--- src/rtl/card_cfg_pkg.sv ---
package card_cfg_pkg;
    localparam int PAGE_W = 2;

    typedef struct packed {
        logic              srst;
        logic [PAGE_W-1:0] page;
        logic              pd;
        logic              stb;
    } cfg_state_t;
endpackage

--- src/rtl/card_cfg_regs.sv ---
module card_cfg_regs
    import card_cfg_pkg::*;
#(
    parameter int              ADDR_W    = 15,
    parameter int              DATA_W    = 8,
    parameter logic [ADDR_W-1:0] OPT_ADDR  = 15'h4000,
    parameter logic [ADDR_W-1:0] STAT_ADDR = 15'h4002,
    parameter int              SRST_BIT  = 7,
    parameter int              PD_BIT    = 2
) (
    input  logic              clk,
    input  logic              rst_n,
    input  logic              hw_reset,
    input  logic              attr_sel,
    input  logic              card_en,
    input  logic              wr_strobe,
    input  logic              rd_en,
    input  logic [ADDR_W-1:0] addr,
    input  logic [DATA_W-1:0] wdata,
    output logic [DATA_W-1:0] rdata,
    output logic              srst,
    output logic [PAGE_W-1:0] page,
    output logic              pd
);
    cfg_state_t st_d, st_q;
    logic       wr_go;
    logic       hit_opt, hit_stat;

    assign hit_opt  = (addr == OPT_ADDR);
    assign hit_stat = (addr == STAT_ADDR);

    always_comb begin
        st_d     = st_q;
        st_d.stb = wr_strobe;
        wr_go    = wr_strobe && !st_q.stb && attr_sel && card_en;
        if (hw_reset) begin
            st_d.srst = 1'b0;
            st_d.page = '0;
            st_d.pd   = 1'b0;
        end else if (wr_go && hit_opt) begin
            if (wdata[SRST_BIT]) begin
                st_d.srst = 1'b1;
                st_d.page = '0;
                st_d.pd   = 1'b0;
            end else if (st_q.srst) begin
                st_d.srst = 1'b0;
                st_d.page = '0;
                st_d.pd   = 1'b0;
            end else begin
                st_d.page = wdata[PAGE_W-1:0];
            end
        end else if (wr_go && hit_stat && !st_q.srst) begin
            st_d.pd = wdata[PD_BIT];
        end
    end

    always_ff @(posedge clk or negedge rst_n) begin
        if (!rst_n) st_q <= '0;
        else        st_q <= st_d;
    end

    always_comb begin
        rdata = '0;
        if (rd_en && attr_sel && card_en) begin
            if (hit_opt) begin
                rdata[SRST_BIT]     = st_q.srst;
                rdata[PAGE_W-1:0]   = st_q.page;
            end else if (hit_stat) begin
                rdata[PD_BIT]       = st_q.pd;
            end
        end
    end

    assign srst = st_q.srst;
    assign page = st_q.page;
    assign pd   = st_q.pd;
endmodule

--- src/rtl/card_cfg_gate.sv ---
module card_cfg_gate
    import card_cfg_pkg::*;
#(
    parameter int NUM_PAGES = 3,
    parameter int NUM_BANKS = 6
) (
    input  logic                 hw_reset,
    input  logic                 srst,
    input  logic                 pd,
    input  logic [PAGE_W-1:0]    page,
    input  logic                 mem_req,
    input  logic                 attr_sel,
    input  logic                 card_en,
    output logic [NUM_BANKS-1:0] bank_pd,
    output logic [NUM_PAGES-1:0] page_en,
    output logic                 access_inhibit
);
    logic        pd_any;
    logic        page_bad;
    logic        mem_go;
    logic [31:0] page_ext;

    assign page_ext       = 32'(page);
    assign page_bad       = (page_ext >= 32'(NUM_PAGES));
    assign pd_any         = hw_reset | srst | pd;
    assign access_inhibit = pd_any | page_bad;
    assign mem_go         = mem_req && !attr_sel && card_en && !access_inhibit;

    for (genvar b = 0; b < NUM_BANKS; b++) begin : g_pd
        assign bank_pd[b] = pd_any;
    end

    for (genvar p = 0; p < NUM_PAGES; p++) begin : g_pg
        assign page_en[p] = mem_go && (page_ext == 32'(p));
    end
endmodule

--- src/rtl/card_cfg_ready.sv ---
module card_cfg_ready #(
    parameter int NUM_BANKS = 6
) (
    input  logic [NUM_BANKS-1:0] bank_ready,
    output logic                 card_ready
);
    logic [NUM_BANKS:0] chain;
    assign chain[0] = 1'b1;
    for (genvar b = 0; b < NUM_BANKS; b++) begin : g_and
        assign chain[b+1] = chain[b] & bank_ready[b];
    end
    assign card_ready = chain[NUM_BANKS];
endmodule

--- src/rtl/card_cfg_pager.sv ---
module card_cfg_pager
    import card_cfg_pkg::*;
#(
    parameter int ADDR_W    = 15,
    parameter int DATA_W    = 8,
    parameter int NUM_PAGES = 3,
    parameter int NUM_BANKS = 6
) (
    input  logic                 clk,
    input  logic                 rst_n,
    input  logic                 hw_reset,
    input  logic                 attr_sel,
    input  logic                 card_en,
    input  logic                 wr_strobe,
    input  logic                 rd_en,
    input  logic                 mem_req,
    input  logic [ADDR_W-1:0]    addr,
    input  logic [DATA_W-1:0]    wdata,
    input  logic [NUM_BANKS-1:0] bank_ready,
    output logic [DATA_W-1:0]    rdata,
    output logic [NUM_BANKS-1:0] bank_pd,
    output logic [NUM_PAGES-1:0] page_en,
    output logic                 access_inhibit,
    output logic                 card_ready
);
    logic              srst_w;
    logic              pd_w;
    logic [PAGE_W-1:0] page_w;

    card_cfg_regs #(
        .ADDR_W (ADDR_W),
        .DATA_W (DATA_W)
    ) u_regs (
        .clk       (clk),
        .rst_n     (rst_n),
        .hw_reset  (hw_reset),
        .attr_sel  (attr_sel),
        .card_en   (card_en),
        .wr_strobe (wr_strobe),
        .rd_en     (rd_en),
        .addr      (addr),
        .wdata     (wdata),
        .rdata     (rdata),
        .srst      (srst_w),
        .page      (page_w),
        .pd        (pd_w)
    );

    card_cfg_gate #(
        .NUM_PAGES (NUM_PAGES),
        .NUM_BANKS (NUM_BANKS)
    ) u_gate (
        .hw_reset       (hw_reset),
        .srst           (srst_w),
        .pd             (pd_w),
        .page           (page_w),
        .mem_req        (mem_req),
        .attr_sel       (attr_sel),
        .card_en        (card_en),
        .bank_pd        (bank_pd),
        .page_en        (page_en),
        .access_inhibit (access_inhibit)
    );

    card_cfg_ready #(
        .NUM_BANKS (NUM_BANKS)
    ) u_ready (
        .bank_ready (bank_ready),
        .card_ready (card_ready)
    );
endmodule

--- config.mk ---
export PLATFORM = sky130hd
export DESIGN_NAME = card_cfg_pager
export DESIGN_NICKNAME = d
export VERILOG_FILES = /design/src/rtl/card_cfg_pkg.sv /design/src/rtl/card_cfg_regs.sv /design/src/rtl/card_cfg_gate.sv /design/src/rtl/card_cfg_ready.sv /design/src/rtl/card_cfg_pager.sv
export SDC_FILE = /design/constraint.sdc
export NUM_CORES = 1
export LEC_CHECK = 0
export ABC_CLOCK_PERIOD_IN_PS = 1200
export BUFFER_PORTS_ARGS = -buffer_cell sky130_fd_sc_hd__buf_2
export CORE_MARGIN = 4
export CORE_UTILIZATION = 29
export DETAILED_ROUTE_END_ITERATION = 8
export PLACE_DENSITY = 0.73
export SYNTH_ARGS = -nofsm -noshare
export SYNTH_HDL_FRONTEND = slang
export SYNTH_SLANG_ARGS = --single-unit
--- constraint.sdc ---
create_clock -name clk -period 1.2 [get_ports clk]
set_input_delay 0.12 -clock clk [delete_from_list [all_inputs] [get_ports clk]]
set_output_delay 0.12 -clock clk [all_outputs]
set_load 0.01 [all_outputs]
After elaboration in Yosys (flattened, before gate mapping)
Cells that the tools add are included.
- register bits after elaboration: 5
- word-level logic and storage cells: 53
- output and inout port bits: 19
- input bits: 37
- equality and inequality tests: 5
- reduce and logical (&&, ||, !) cells: 22
- $lt $le $gt $ge: 1
- multiplexer cells: 13
- bitwise logic cells: 8
- operators by type and width (operator ; number):
    $logic_not A32 Y1 ; 1
    $eq A15 B15 Y1 const B ; 2
    $logic_and A1 B1 Y1 ; 14
    $mux W4 ; 2
    $mux W1 ; 7
    $mux W3 ; 2
    $and A1 B1 Y1 ; 5
    $logic_not A1 Y1 ; 4
    $mux W2 ; 2
    $ne A4 B3 Y1 const B ; 1
    $or A1 B1 Y1 ; 3
    $reduce_bool A3 Y1 ; 1
    $eq A2 B1 Y1 const B ; 1
    $eq A2 B2 Y1 const B ; 1
    $ge A2 B2 Y1 const B ; 1
    $reduce_and A2 Y1 ; 1
    $reduce_bool A2 Y1 ; 1

Logic depth before layout (Yosys ltp)
- depth after elaboration: 9
- depth in mapped cells: 4
- depth with buffers taken out: 4

Cells and area by module
From an unflattened synthesis, not the netlist that was laid out.
- cells, all modules: 57
- area total of the unflattened synthesis: 538.0 um^2
- modules (own cells, without submodules) (module ; cells each ; instances ; area each (um^2) ; seq. area each (um^2)):
    card_cfg_regs ; 40 ; 1 ; 414.1 ; 125.1
    card_cfg_gate ; 14 ; 1 ; 110.1 ; 0.0
    card_cfg_ready ; 3 ; 1 ; 13.8 ; 0.0

Worst setup path before layout
Ideal clock, no wire load.
- path kind: register to output
- start: register u_regs.st_q, in the netlist u_regs.srst
- end: output port page_en[1]
- buffers on the path: 0
- data arrival time: 1.207 ns
- required time: 1.080 ns
- stages on the path, launching flop included: 4
- path slack: -0.127 ns
- cells stage by stage: dfrtp_1 nor3_1 nand4b_1 nor3b_1
- word-level cells in the longest chain between the ends: 6
- RTL lines (item ; line ; RTL):
    from (decl) ; card_cfg_regs.sv:25 ; cfg_state_t st_d, st_q;
    from (signal assigned) ; card_cfg_regs.sv:59 ; else st_q <= st_d;
    $or A1 B1 Y1 (2 in a row) ; card_cfg_gate.sv:25 ; assign pd_any = hw_reset | srst | pd;
    $or A1 B1 Y1 ; card_cfg_gate.sv:26 ; assign access_inhibit = pd_any | page_bad;
    $logic_not A1 Y1 ; card_cfg_gate.sv:27 ; assign mem_go = mem_req && !attr_sel && card_en && !access_inhibit;
    $logic_and A1 B1 Y1 ; card_cfg_gate.sv:27 ;
    $logic_and A1 B1 Y1 ; card_cfg_gate.sv:34 ; assign page_en[p] = mem_go && (page_ext == 32'(p));
    to (decl) ; card_cfg_pager.sv:22 ; output logic [NUM_PAGES-1:0] page_en,
Every way passes these cells.

Worst setup path after layout
- start: register u_regs.st_q, in the netlist u_regs.pd
- end: output port page_en[2]
- word-level cells in the longest chain between the ends: 5
- RTL lines (item ; line):
    $or A1 B1 Y1 ; card_cfg_gate.sv:25
    $or A1 B1 Y1 ; card_cfg_gate.sv:26
    $logic_not A1 Y1 ; card_cfg_gate.sv:27
    $logic_and A1 B1 Y1 ; card_cfg_gate.sv:27
    $logic_and A1 B1 Y1 ; card_cfg_gate.sv:34
Every way passes these cells.

==> run_results.csv <==
group,metric,value,unit
grt,grt_pass1_vias,627,
cells_and_area,utilization,64.37,%
outcome,violations,"negative setup slack",
sta,min_period_over_period,126.5,%
clock_network,clk_latency,0.24,ns
floorplanning,dieHeight,49.54,µm
sta,hold_ws,0.01961,ns
worst_setup_path,cp_num_buf_inv,1,
sta,hold_violations,0,
logic_synthesis,syn_area,500.5,µm²
detailed_routing,dr.pass1.iters,4,
logic_synthesis,ys_seq_area_share,25.00,%
worst_setup_path,end_kind,"output port",
clock_network,cts_made_buffers,3,
detailed_routing,routed_wirelength,1.875,mm
floorplanning,io_pins,56,
logic_synthesis,syn-instance-count,57,
floorplanning,dieArea,2454,µm²
sta,rsz0062_at_grt,"true",
worst_setup_path,slowest_delay,0.38,ns
placement,io_buffers,47,
sta,fin_skew,0.003396,ns
min_path,hold_class,"primary input to flip-flop",
sta,fin_ws,-0.3176,ns
pwr,peakVddDrop,0.5531,mV
placement,dp_hpwl,1.324,mm
sta,setup_viol,15,
worst_setup_path,cp_top_family,"simple AND/OR/NAND/NOR gates",
worst_setup_path,cp_max_fo,3,
clock_network,clockBufferDepth,2,
logic_synthesis,synth_cell_types,23,
worst_setup_path,rr_worst_depth,6,
pwr,power.density,523.5,nW/µm²
pwr,leakage,0.0005046,µW
worst_setup_path,cp-start-kind,"flip-flop",
job,maxCapViolations,0,
floorplanning,coreArea,1577,µm²
grt,antenna_found_initial,0,
floorplanning,initial_core_util,31.75,%
floorplanning,fp-row-count,14,
sta,fmax,0.6590,GHz
grt,grt_remaining_overflow,0,
logic_synthesis,avgSynthCellArea,8.780,µm²
worst_setup_path,required,1.08,ns
detailed_routing,antenna_left,0,
worst_setup_path,crit_type,"flip-flop to output port",
sta,slew_violations,0,
detailed_routing,drc,0,
grt,track_usage,14.13,%
cells_and_area,instances_no_fill,133,
grt,grt_pass1_wl,2.677,mm
cells_and_area,syn2layout_area_growth,102.7,%
placement,dp.cells,120,
clock_network,clockRootBuffer,"clkbuf_4",
detailed_routing,dr_total_vias,637,
clock_network,cts_max_level,1,
cells_and_area,nNetsFinal,155,
logic_synthesis,yosysWarningCount,0,
logic_synthesis,yosysTopAreaCell,"dfrtp_1",
logic_synthesis,synth.ff_latch_count,5,
grt,grt_max_degree,8,
placement,gp_congestion,0.7129,
cells_and_area,final_layout_size_suffix_gt1_share,72.65,%
sta,period_minus_slack,1.518,ns
worst_setup_path,arrival,1.40,ns
clock_network,path_clk_slew,0.04,ns
worst_setup_path,cp_num_cells,4,
detailed_routing,wl_per_cell,14.10,µm
pwr,p_total,531.2,µW
min_path,hold_depth,1,
worst_setup_path,cp_slowest_cell,"dfrtp_1",
detailed_routing,drt_iter0_drc,4,
floorplanning,die_w,49.54,µm
clock_network,clkSinkCount,5,
worst_setup_path,cp_cell_sequence,"nor3_2 -> nand4b_1 -> nor3b_2 -> buf_2",
logic_synthesis,synthTopCellsByArea,"dfrtp_1, buf_4, nor4_4, nor4b_4, nor3b_1",
detailed_routing,post_drt_via_cell_ratio,4.789,
placement,post-place-ws,-0.2452,ns
clock_network,cts_tree,"yes",
cells_and_area,diodes,0,
outcome,run_status,"complete, but fails checks",
logic_synthesis,synth_top_area_share,25.00,%
## power by group
part	switching [µW]	total [µW]	internal [µW]
Sequential	0.238	171	171
Clock	62.3	188	125
Combinational	76.0	172	96.4
## cell usage in the layout, fill, tap and decap left out, drive strengths merged, types with 4 or more instances in the layout
cell / synthesis / final
clkbuf: 0 / 4
a21oi: 4 / 4
nand4: 4 / 4
dfrtp: 5 / 5
o21ai: 4 / 4
conb: 1 / 4
buf: 10 / 62
nand2: 4 / 4
## cell type report
class	instances	area, µm²
well taps	16	20.02
clock buffers	4	26.28
flip-flops and latches	5	125.1
repair buffers	63	459.2
inverters	1	8.758
multi-input cells	44	375.4
fillers	121	561.8
## metrics by stage
| stage | area [µm²] | TNS, ns |
|---|---|---|
| floorplan | 531.8 | -0.01608 |
| global placement | 764.5 | -1.030 |
| detailed placement | 764.5 | -1.253 |
| CTS | 893.4 | -1.928 |
| global route | 1015 | -3.816 |
| finish | 1015 | -2.314 |
## cells in the mapped netlist
library cell / instances
and2_1: 3
o21ai_0: 4
and4bb_1: 1
nor4b_4: 1
buf_4: 10
and4_1: 2
nor4_4: 2
or2_2: 1
nand4_2: 1
a211o_1: 1
nand2b_1: 1
nor3b_1: 3
nand4b_1: 1
conb_1: 1
nor2_1: 3
nor3_1: 3
nand4_1: 3
or4_1: 1
nand2_1: 4
nand3_1: 1
dfrtp_1: 5
inv_1: 1
a21oi_1: 4
## flip-flops by register name (all words and copies together), names as in the netlist
| signal | flops |
|---|---|
| u_regs.page | 2 |
| u_regs.pd | 1 |
| u_regs.srst | 1 |
| u_regs.st_q | 1 |
## logic make-up after synthesis
family,synth area share (%)
DFF,25.00
AOI/OAI and AO/OA,9.751
other,0.7493
buffers and inverters,15.75
and+or+nand+nor,48.75
## repair_timing
action / CTS / global route
resized for setup: 19 / 18
setup buffers: 1 / 7
pin swaps: 9 / 17
setup endpoints to repair: 17 / 15
endpoints found under the hold margin: 5 / 0
hold buffers: 1 / 0
## path summary, 6_finish.rpt
kind | from | to | slack (ns)
worst min-delay path | wr_strobe | u_regs.st_q[0] | 0.02
worst max-delay path | u_regs.pd | page_en[2] | -0.32
max in group asynchronous | rst_n | u_regs.st_q[0] | 0.84
worst min register to register | u_regs.page[0] | u_regs.page[0] | 0.64
worst max register to register | u_regs.srst | u_regs.pd | -0.11
min in group asynchronous | rst_n | u_regs.page[1] | 0.23
## routing by layer
layer	track usage, %	share of wire (%)
met5	0	0
met4	5.991	2.2
met3	4.819	8.3
met2	27.53	53
met1	12.98	36
No activity file was read; power rests on OpenSTA's default activity.
